==> config.mk <==
export PLATFORM = sky130hd
export DESIGN_NAME = gpio_edge_bank
export DESIGN_NICKNAME = d
export VERILOG_FILES = /design/src/rtl/gpio_bank_pkg.sv /design/src/rtl/gpio_pin_sync.sv /design/src/rtl/gpio_edge_status.sv /design/src/rtl/gpio_irq_route.sv /design/src/rtl/gpio_edge_bank.sv
export SDC_FILE = /design/constraint.sdc
export NUM_CORES = 1
export LEC_CHECK = 0
export ABC_AREA = 1
export BUFFER_PORTS_ARGS = -buffer_cell sky130_fd_sc_hd__clkbuf_2
export CAP_MARGIN = 20
export CORE_MARGIN = 1
export CORE_UTILIZATION = 58
export DETAILED_ROUTE_END_ITERATION = 8
export PLACE_DENSITY = 0.8
export REMOVE_ABC_BUFFERS = 1
export SYNTH_ARGS = -nofsm -noshare
export SYNTH_HDL_FRONTEND = slang
export SYNTH_SLANG_ARGS = --single-unit
==> constraint.sdc <==
create_clock -name clk -period 1.6 [get_ports clk]
set_input_delay 0 -clock clk [delete_from_list [all_inputs] [get_ports clk]]
set_output_delay 0 -clock clk [all_outputs]
set_load 0.01 [all_outputs]
==> src/rtl/gpio_bank_pkg.sv <==
package gpio_bank_pkg;
    localparam int LANE_W = 8;
    localparam int PORTS  = 4;
    localparam int PINS   = PORTS * LANE_W;

    typedef enum logic [2:0] {
        W_ALT  = 3'd0,
        W_DIR  = 3'd2,
        W_DOUT = 3'd3,
        W_PEND = 3'd4,
        W_EMLO = 3'd5,
        W_EMHI = 3'd6
    } word_e;

    typedef enum logic [1:0] {
        EDGE_OFF  = 2'b00,
        EDGE_FALL = 2'b01,
        EDGE_RISE = 2'b10,
        EDGE_ANY  = 2'b11
    } edge_sel_e;

    // byte lane that carries port p in the 8-bit-per-port words
    function automatic int port_lane(input int p, input bit rev);
        return rev ? (PORTS - 1 - p) : p;
    endfunction

    // 16-bit slot (0..3) that carries port p in the edge-mask words
    function automatic int mask_slot(input int p, input bit rev);
        return rev ? (p ^ 1) : p;
    endfunction
endpackage

==> src/rtl/gpio_pin_sync.sv <==
module gpio_pin_sync #(
    parameter int N = 32
) (
    input  logic         clk,
    input  logic         rst,
    input  logic [N-1:0] pin_in,
    output logic [N-1:0] level,
    output logic [N-1:0] rise,
    output logic [N-1:0] fall
);
    typedef struct packed {
        logic [N-1:0] s1;
        logic [N-1:0] s2;
        logic [N-1:0] prev;
    } sync_t;

    sync_t sy_d, sy_q;

    always_comb begin
        sy_d      = sy_q;
        sy_d.s1   = pin_in;
        sy_d.s2   = sy_q.s1;
        sy_d.prev = sy_q.s2;
    end

    always_ff @(posedge clk) begin
        if (rst) sy_q <= '0;
        else     sy_q <= sy_d;
    end

    assign level = sy_q.s2;
    assign rise  = sy_q.s2 & ~sy_q.prev;
    assign fall  = ~sy_q.s2 & sy_q.prev;
endmodule

==> src/rtl/gpio_edge_status.sv <==
module gpio_edge_status #(
    parameter int N = 32
) (
    input  logic           clk,
    input  logic           rst,
    input  logic [N-1:0]   rise,
    input  logic [N-1:0]   fall,
    input  logic [2*N-1:0] edge_mask,
    input  logic [N-1:0]   clr,
    output logic [N-1:0]   pending
);
    import gpio_bank_pkg::*;

    logic [N-1:0] hit;
    logic [N-1:0] pend_d, pend_q;

    for (genvar i = 0; i < N; i++) begin : g_pin
        edge_sel_e sel;
        assign sel    = edge_sel_e'(edge_mask[2*i +: 2]);
        assign hit[i] = ((sel == EDGE_RISE || sel == EDGE_ANY) && rise[i])
                     || ((sel == EDGE_FALL || sel == EDGE_ANY) && fall[i]);
    end

    always_comb begin
        pend_d = (pend_q & ~clr) | hit;
    end

    always_ff @(posedge clk) begin
        if (rst) pend_q <= '0;
        else     pend_q <= pend_d;
    end

    assign pending = pend_q;

    assert_set_wins_R7: assert property (@(posedge clk) disable iff (rst)
        (hit != '0) |=> ((pending & $past(hit)) == $past(hit)));

    assert_w1c_clears_R6: assert property (@(posedge clk) disable iff (rst)
        ((clr & ~hit) != '0) |=> ((pending & $past(clr & ~hit)) == '0));

    assert_no_spurious_R5: assert property (@(posedge clk) disable iff (rst)
        ((pending & ~$past(pending) & ~$past(hit)) == '0));
endmodule

==> src/rtl/gpio_irq_route.sv <==
module gpio_irq_route #(
    parameter int N           = 32,
    parameter int NUM_CPUS    = 2,
    parameter bit HAS_CPU_WIN = 1'b1,
    localparam int IRQ_W      = HAS_CPU_WIN ? NUM_CPUS : 1
) (
    input  logic [N-1:0]               pending,
    input  logic [NUM_CPUS-1:0][N-1:0] cpu_en,
    output logic [IRQ_W-1:0]           irq
);
    if (HAS_CPU_WIN) begin : g_percpu
        for (genvar c = 0; c < NUM_CPUS; c++) begin : g_cpu
            assign irq[c] = |(pending & cpu_en[c]);
        end
    end else begin : g_single
        assign irq[0] = |pending;
    end
endmodule

==> src/rtl/gpio_edge_bank.sv <==
module gpio_edge_bank
    import gpio_bank_pkg::*;
#(
    parameter int NUM_CPUS    = 2,
    parameter bit HAS_CPU_WIN = 1'b1,
    parameter bit REVERSED    = 1'b0,
    localparam int N          = PINS,
    localparam int IRQ_W      = HAS_CPU_WIN ? NUM_CPUS : 1
) (
    input  logic             clk,
    input  logic             rst,
    input  logic [3:0]       bus_waddr,
    input  logic             bus_wr,
    input  logic [3:0]       bus_be,
    input  logic [31:0]      bus_wdata,
    output logic [31:0]      bus_rdata,
    input  logic [N-1:0]     pin_in,
    output logic [N-1:0]     pin_out,
    output logic [N-1:0]     pin_oe,
    output logic [N-1:0]     pin_alt,
    output logic [IRQ_W-1:0] irq
);
    typedef struct packed {
        logic [N-1:0]               alt;
        logic [N-1:0]               dir;
        logic [N-1:0]               dout;
        logic [2*N-1:0]             emask;
        logic [NUM_CPUS-1:0][N-1:0] cpu_en;
    } regs_t;

    regs_t        st_d, st_q;
    logic [N-1:0] clr;
    logic [N-1:0] level, rise, fall, pending;
    logic [N-1:0] rd_view;
    logic [2:0]   word;
    logic         cpu_win;

    assign word    = bus_waddr[2:0];
    assign cpu_win = bus_waddr[3];

    gpio_pin_sync #(.N(N)) u_sync (
        .clk(clk), .rst(rst), .pin_in(pin_in),
        .level(level), .rise(rise), .fall(fall)
    );

    gpio_edge_status #(.N(N)) u_status (
        .clk(clk), .rst(rst), .rise(rise), .fall(fall),
        .edge_mask(st_q.emask), .clr(clr), .pending(pending)
    );

    gpio_irq_route #(.N(N), .NUM_CPUS(NUM_CPUS), .HAS_CPU_WIN(HAS_CPU_WIN)) u_route (
        .pending(pending), .cpu_en(st_q.cpu_en), .irq(irq)
    );

    // write side: next register state and clear strobes
    always_comb begin
        st_d = st_q;
        clr  = '0;
        if (bus_wr && !cpu_win) begin
            for (int p = 0; p < PORTS; p++) begin
                if (bus_be[port_lane(p, REVERSED)]) begin
                    unique case (word)
                        W_ALT:  st_d.alt[LANE_W*p +: LANE_W]  = bus_wdata[LANE_W*port_lane(p, REVERSED) +: LANE_W];
                        W_DIR:  st_d.dir[LANE_W*p +: LANE_W]  = bus_wdata[LANE_W*port_lane(p, REVERSED) +: LANE_W];
                        W_DOUT: st_d.dout[LANE_W*p +: LANE_W] = bus_wdata[LANE_W*port_lane(p, REVERSED) +: LANE_W];
                        W_PEND: clr[LANE_W*p +: LANE_W]       = bus_wdata[LANE_W*port_lane(p, REVERSED) +: LANE_W];
                        default: ;
                    endcase
                end
                if (word == 3'(int'(W_EMLO) + mask_slot(p, REVERSED) / 2)) begin
                    for (int k = 0; k < 2; k++) begin
                        if (bus_be[2*(mask_slot(p, REVERSED) % 2) + k]) begin
                            st_d.emask[2*LANE_W*p + LANE_W*k +: LANE_W] =
                                bus_wdata[LANE_W*(2*(mask_slot(p, REVERSED) % 2) + k) +: LANE_W];
                        end
                    end
                end
            end
        end else if (bus_wr && cpu_win && HAS_CPU_WIN) begin
            for (int c = 0; c < NUM_CPUS; c++) begin
                if (word == 3'(c)) begin
                    for (int p = 0; p < PORTS; p++) begin
                        if (bus_be[port_lane(p, REVERSED)]) begin
                            st_d.cpu_en[c][LANE_W*p +: LANE_W] =
                                bus_wdata[LANE_W*port_lane(p, REVERSED) +: LANE_W];
                        end
                    end
                end
            end
        end
    end

    always_ff @(posedge clk) begin
        if (rst) begin
            st_q        <= '0;
            st_q.cpu_en <= '1;
        end else begin
            st_q <= st_d;
        end
    end

    assign rd_view = (st_q.dir & st_q.dout) | (~st_q.dir & level);

    // read side: combinational from the addressed word
    always_comb begin
        bus_rdata = '0;
        if (!cpu_win) begin
            for (int p = 0; p < PORTS; p++) begin
                unique case (word)
                    W_ALT:  bus_rdata[LANE_W*port_lane(p, REVERSED) +: LANE_W] = st_q.alt[LANE_W*p +: LANE_W];
                    W_DIR:  bus_rdata[LANE_W*port_lane(p, REVERSED) +: LANE_W] = st_q.dir[LANE_W*p +: LANE_W];
                    W_DOUT: bus_rdata[LANE_W*port_lane(p, REVERSED) +: LANE_W] = rd_view[LANE_W*p +: LANE_W];
                    W_PEND: bus_rdata[LANE_W*port_lane(p, REVERSED) +: LANE_W] = pending[LANE_W*p +: LANE_W];
                    default: ;
                endcase
                if (word == 3'(int'(W_EMLO) + mask_slot(p, REVERSED) / 2)) begin
                    bus_rdata[2*LANE_W*(mask_slot(p, REVERSED) % 2) +: 2*LANE_W] =
                        st_q.emask[2*LANE_W*p +: 2*LANE_W];
                end
            end
        end else if (HAS_CPU_WIN) begin
            for (int c = 0; c < NUM_CPUS; c++) begin
                if (word == 3'(c)) begin
                    for (int p = 0; p < PORTS; p++) begin
                        bus_rdata[LANE_W*port_lane(p, REVERSED) +: LANE_W] = st_q.cpu_en[c][LANE_W*p +: LANE_W];
                    end
                end
            end
        end
    end

    assign pin_out = st_q.dout;
    assign pin_oe  = st_q.dir;
    assign pin_alt = st_q.alt;

    assert_no_lane_no_change_R4: assert property (@(posedge clk) disable iff (rst)
        (bus_wr && bus_be == 4'b0000) |=> $stable(st_q));

    assert_quiet_when_idle_R10: assert property (@(posedge clk) disable iff (rst)
        (pending == '0) |-> (irq == '0));

    assert_unmapped_write_R11: assert property (@(posedge clk) disable iff (rst)
        (bus_wr && !cpu_win && (word == 3'd1 || word == 3'd7)) |=> $stable(st_q));
endmodule

==> impl_metrics.ini <==
[global_routing]
grt_pass1_wl_mm = 76.8
grt-ovfl-total = 0
grt_max_degree = 129
track_usage_pct = 34.2
grt_pass1_vias = 14900
antenna_found_initial = 2

[timing]
hold_viol_final = 0
tightestPinTransition_ps = 692
rsz0062_at_grt = true
fin_crit_sh_pct = 105
min_period_ps = 1690
max_freq_mhz = 593
drv_slew = 0
setup_viol = 6
skew_ps = 12.3
fin_ws_ps = -85.8
max_slew_margin_pct = 53.8
fin_tns_setup_ps = -159

[drt]
dr.pass1.iters = 6
drt_iter0_drc = 2071
ant_nets = 0
via_count = 16300
routed_wl_mm = 50.2
avgRoutedWirePerCell_um = 17.5
via_per_inst = 5.70
route.detailed.drc = 0

[yosys]
synth_ff_type = dfxtp_1
syn_inst = 2311
ys_ff_latch = 352
synthDistinctLibCells = 24
ys_async_sr_fraction_pct = 0
yosysTopAreaCellShare_pct = 44.0
ys_warn_count = 0
yosysSeqAreaShare_pct = 44.0
synth-edff-count = 0
synthTopCellsByArea = dfxtp_1 44%, nand2_1 13%, a21oi_1 8.1%
yosysTopAreaCell = dfxtp_1
synthesis.area_sq_um = 16000
avgSynthCellArea_sq_um = 6.93

[finish]
drive_above_1_share_pct = 20.8
diodes = 0
layout_common_cells = 542 x nand2_1, 286 x dfxtp_1, 257 x a21oi_1
final_common_cell = nand2_1
area_delta_synth_final_pct = 19.8
nets = 2570

[setup_path]
path_buf_inv = 1
path_cells = nand2_1 -> nand2_1 -> a21oi_1 -> nand3_2 -> nor2_4 -> nand2_2 -> buf_6
cpMaxStageDelayCell = dfxtp_2
critPathMaxFanout = 4
crit_type = register to primary output
crit_top_cell = nand2_1
crit_arrival_ps = 1690
cpLargestDelayFamily = simple AND/OR/NAND/NOR gates
crit_required_ps = 1600
slowest_delay_ps = 340
end_kind = primary output
startpoint_type = register

[run_status]
violations = setup timing
outcome = finished with violations

[clocking]
root_buffer = clkbuf_16
clkSlewWorstSetupHoldPaths_ps = 60
ctsHtreeMaxLevel = 2
clock-sinks = 352
cts_buffers = 36
clk_latency_ps = 520
cts_max_path_buffers = 3
cts_tree = done

[pwr]
vdd.ir_drop.worst_mv = 0.867
p_leak_nw = 9.25
powerDensity_nw_per_um2 = 982

[place]
gp_congestion = 0.929
portBuffers = 204
dp_hpwl_mm = 32.3
dpl_worst_slack_ps = 48.7

[run]
maxCapViolations = 0

[floorplanning]
dieWidth_um = 168
initial_core_util_pct = 59.2
die-area_sq_um = 28300
io_pins = 205
row_count = 60
core_sq_um = 27000
die-height_um = 168

[min_path]
hp-class = input port to register
power breakdown:
group	total (mW)	switching (mW)	internal, mW
Clock	8.15	3.44	4.71
Sequential	9.05	0.126	8.92
Combinational	1.64	1.05	0.588
Total	18.8	4.62	14.2
worst register-to-register path: cells and delay by family (launching register included):
kind               cells  cell delay [ps]
and+or+nand+nor        1               70
DFF                    1              420
AOI/OAI and AO/OA      2              380
worst paths after layout:
kind         cells after the start            startpoint  slack (ps)                   to
max                              7  u_status.pending[23]         -90               irq[1]
min                              3             bus_be[1]          10             st_q[41]
max reg2reg                      3       u_sync.level[6]         590  u_status.pending[6]
min reg2reg                      2       u_sync.sy_d[47]         390     u_sync.level[15]
registers in the layout, indices dropped and copies added (netlist names):
signal and count:
u_status.pending 32, pin_oe 32, pin_alt 32, u_sync.sy_d 32, st_q 128, u_sync.sy_q 32, pin_out 32, u_sync.level 32
what timing repair did:
action                                  CTS  global route
endpoints found under the setup margin   14            34
buffers inserted                         11            21
endpoints found under the hold margin   275             0
hold buffers                             65             0
gates resized for setup                  51           161
pin swaps                                15            67
Yosys cell counts (2+ instances only):
| library cell | n |
|---|---|
| nor2_2 | 14 |
| nand4_1 | 36 |
| nand3_2 | 2 |
| o21ai_0 | 216 |
| nor3_1 | 33 |
| o22ai_1 | 2 |
| nand2_2 | 5 |
| nand3_1 | 68 |
| buf_1 | 4 |
| nand2_1 | 573 |
| o211ai_1 | 64 |
| dfxtp_1 | 352 |
| buf_2 | 42 |
| inv_1 | 274 |
| nor2_4 | 5 |
| o21ai_1 | 12 |
| nor2_1 | 178 |
| buf_4 | 101 |
| a21oi_1 | 259 |
| inv_2 | 3 |
| clkbuf_1 | 65 |
area by class of cell:
| class | instances | area, sq um |
|---|---|---|
| Sequential cell | 352 | 7170 |
| Multi-Input combinational cell | 1469 | 6860 |
| Clock buffer | 57 | 1100 |
| Fill cell | 2168 | 7850 |
| Inverter | 278 | 1060 |
| Clock inverter | 5 | 32.5 |
| Tap cell | 341 | 427 |
| Timing Repair Buffer | 358 | 2530 |
metrics by stage:
stage	cell area, sq um	power [mW]	util [%]	hold WS, ps	std cells
after global placement	16800	10.6	62.1	192	2701
after CTS	18700	18.8	69.4	8.10	2839
final	19200	18.8	70.9	11.0	2860
after floorplan	14800	9.90	-	69.1	2099
after detailed placement	16800	10.6	62.1	195	2701
after global routing	19200	19.4	70.9	46.1	2860
kinds of logic (layout without fill, tap and decap cells):
group | Yosys count | in the layout | share of synthesized area [%]
AO/OA/AOI/OAI | 553 | 553 | 18.3
buffers and inverters | 490 | 698 | 14.2
flip-flops | 352 | 352 | 44.0
AND/OR/NAND/NOR | 916 | 916 | 23.5
per-layer routing:
metal | vias to the layer above | global-route usage, % | part of all wire (%)
met1 | 7467 | 45.1 | 40
li1 | 7689 | - | -
met5 | - | 0 | 0.062
met2 | 973 | 54.5 | 45
met4 | 4 | 15.5 | 4.2
met3 | 159 | 6.61 | 10
No activity file was read; power rests on OpenSTA's default activity.
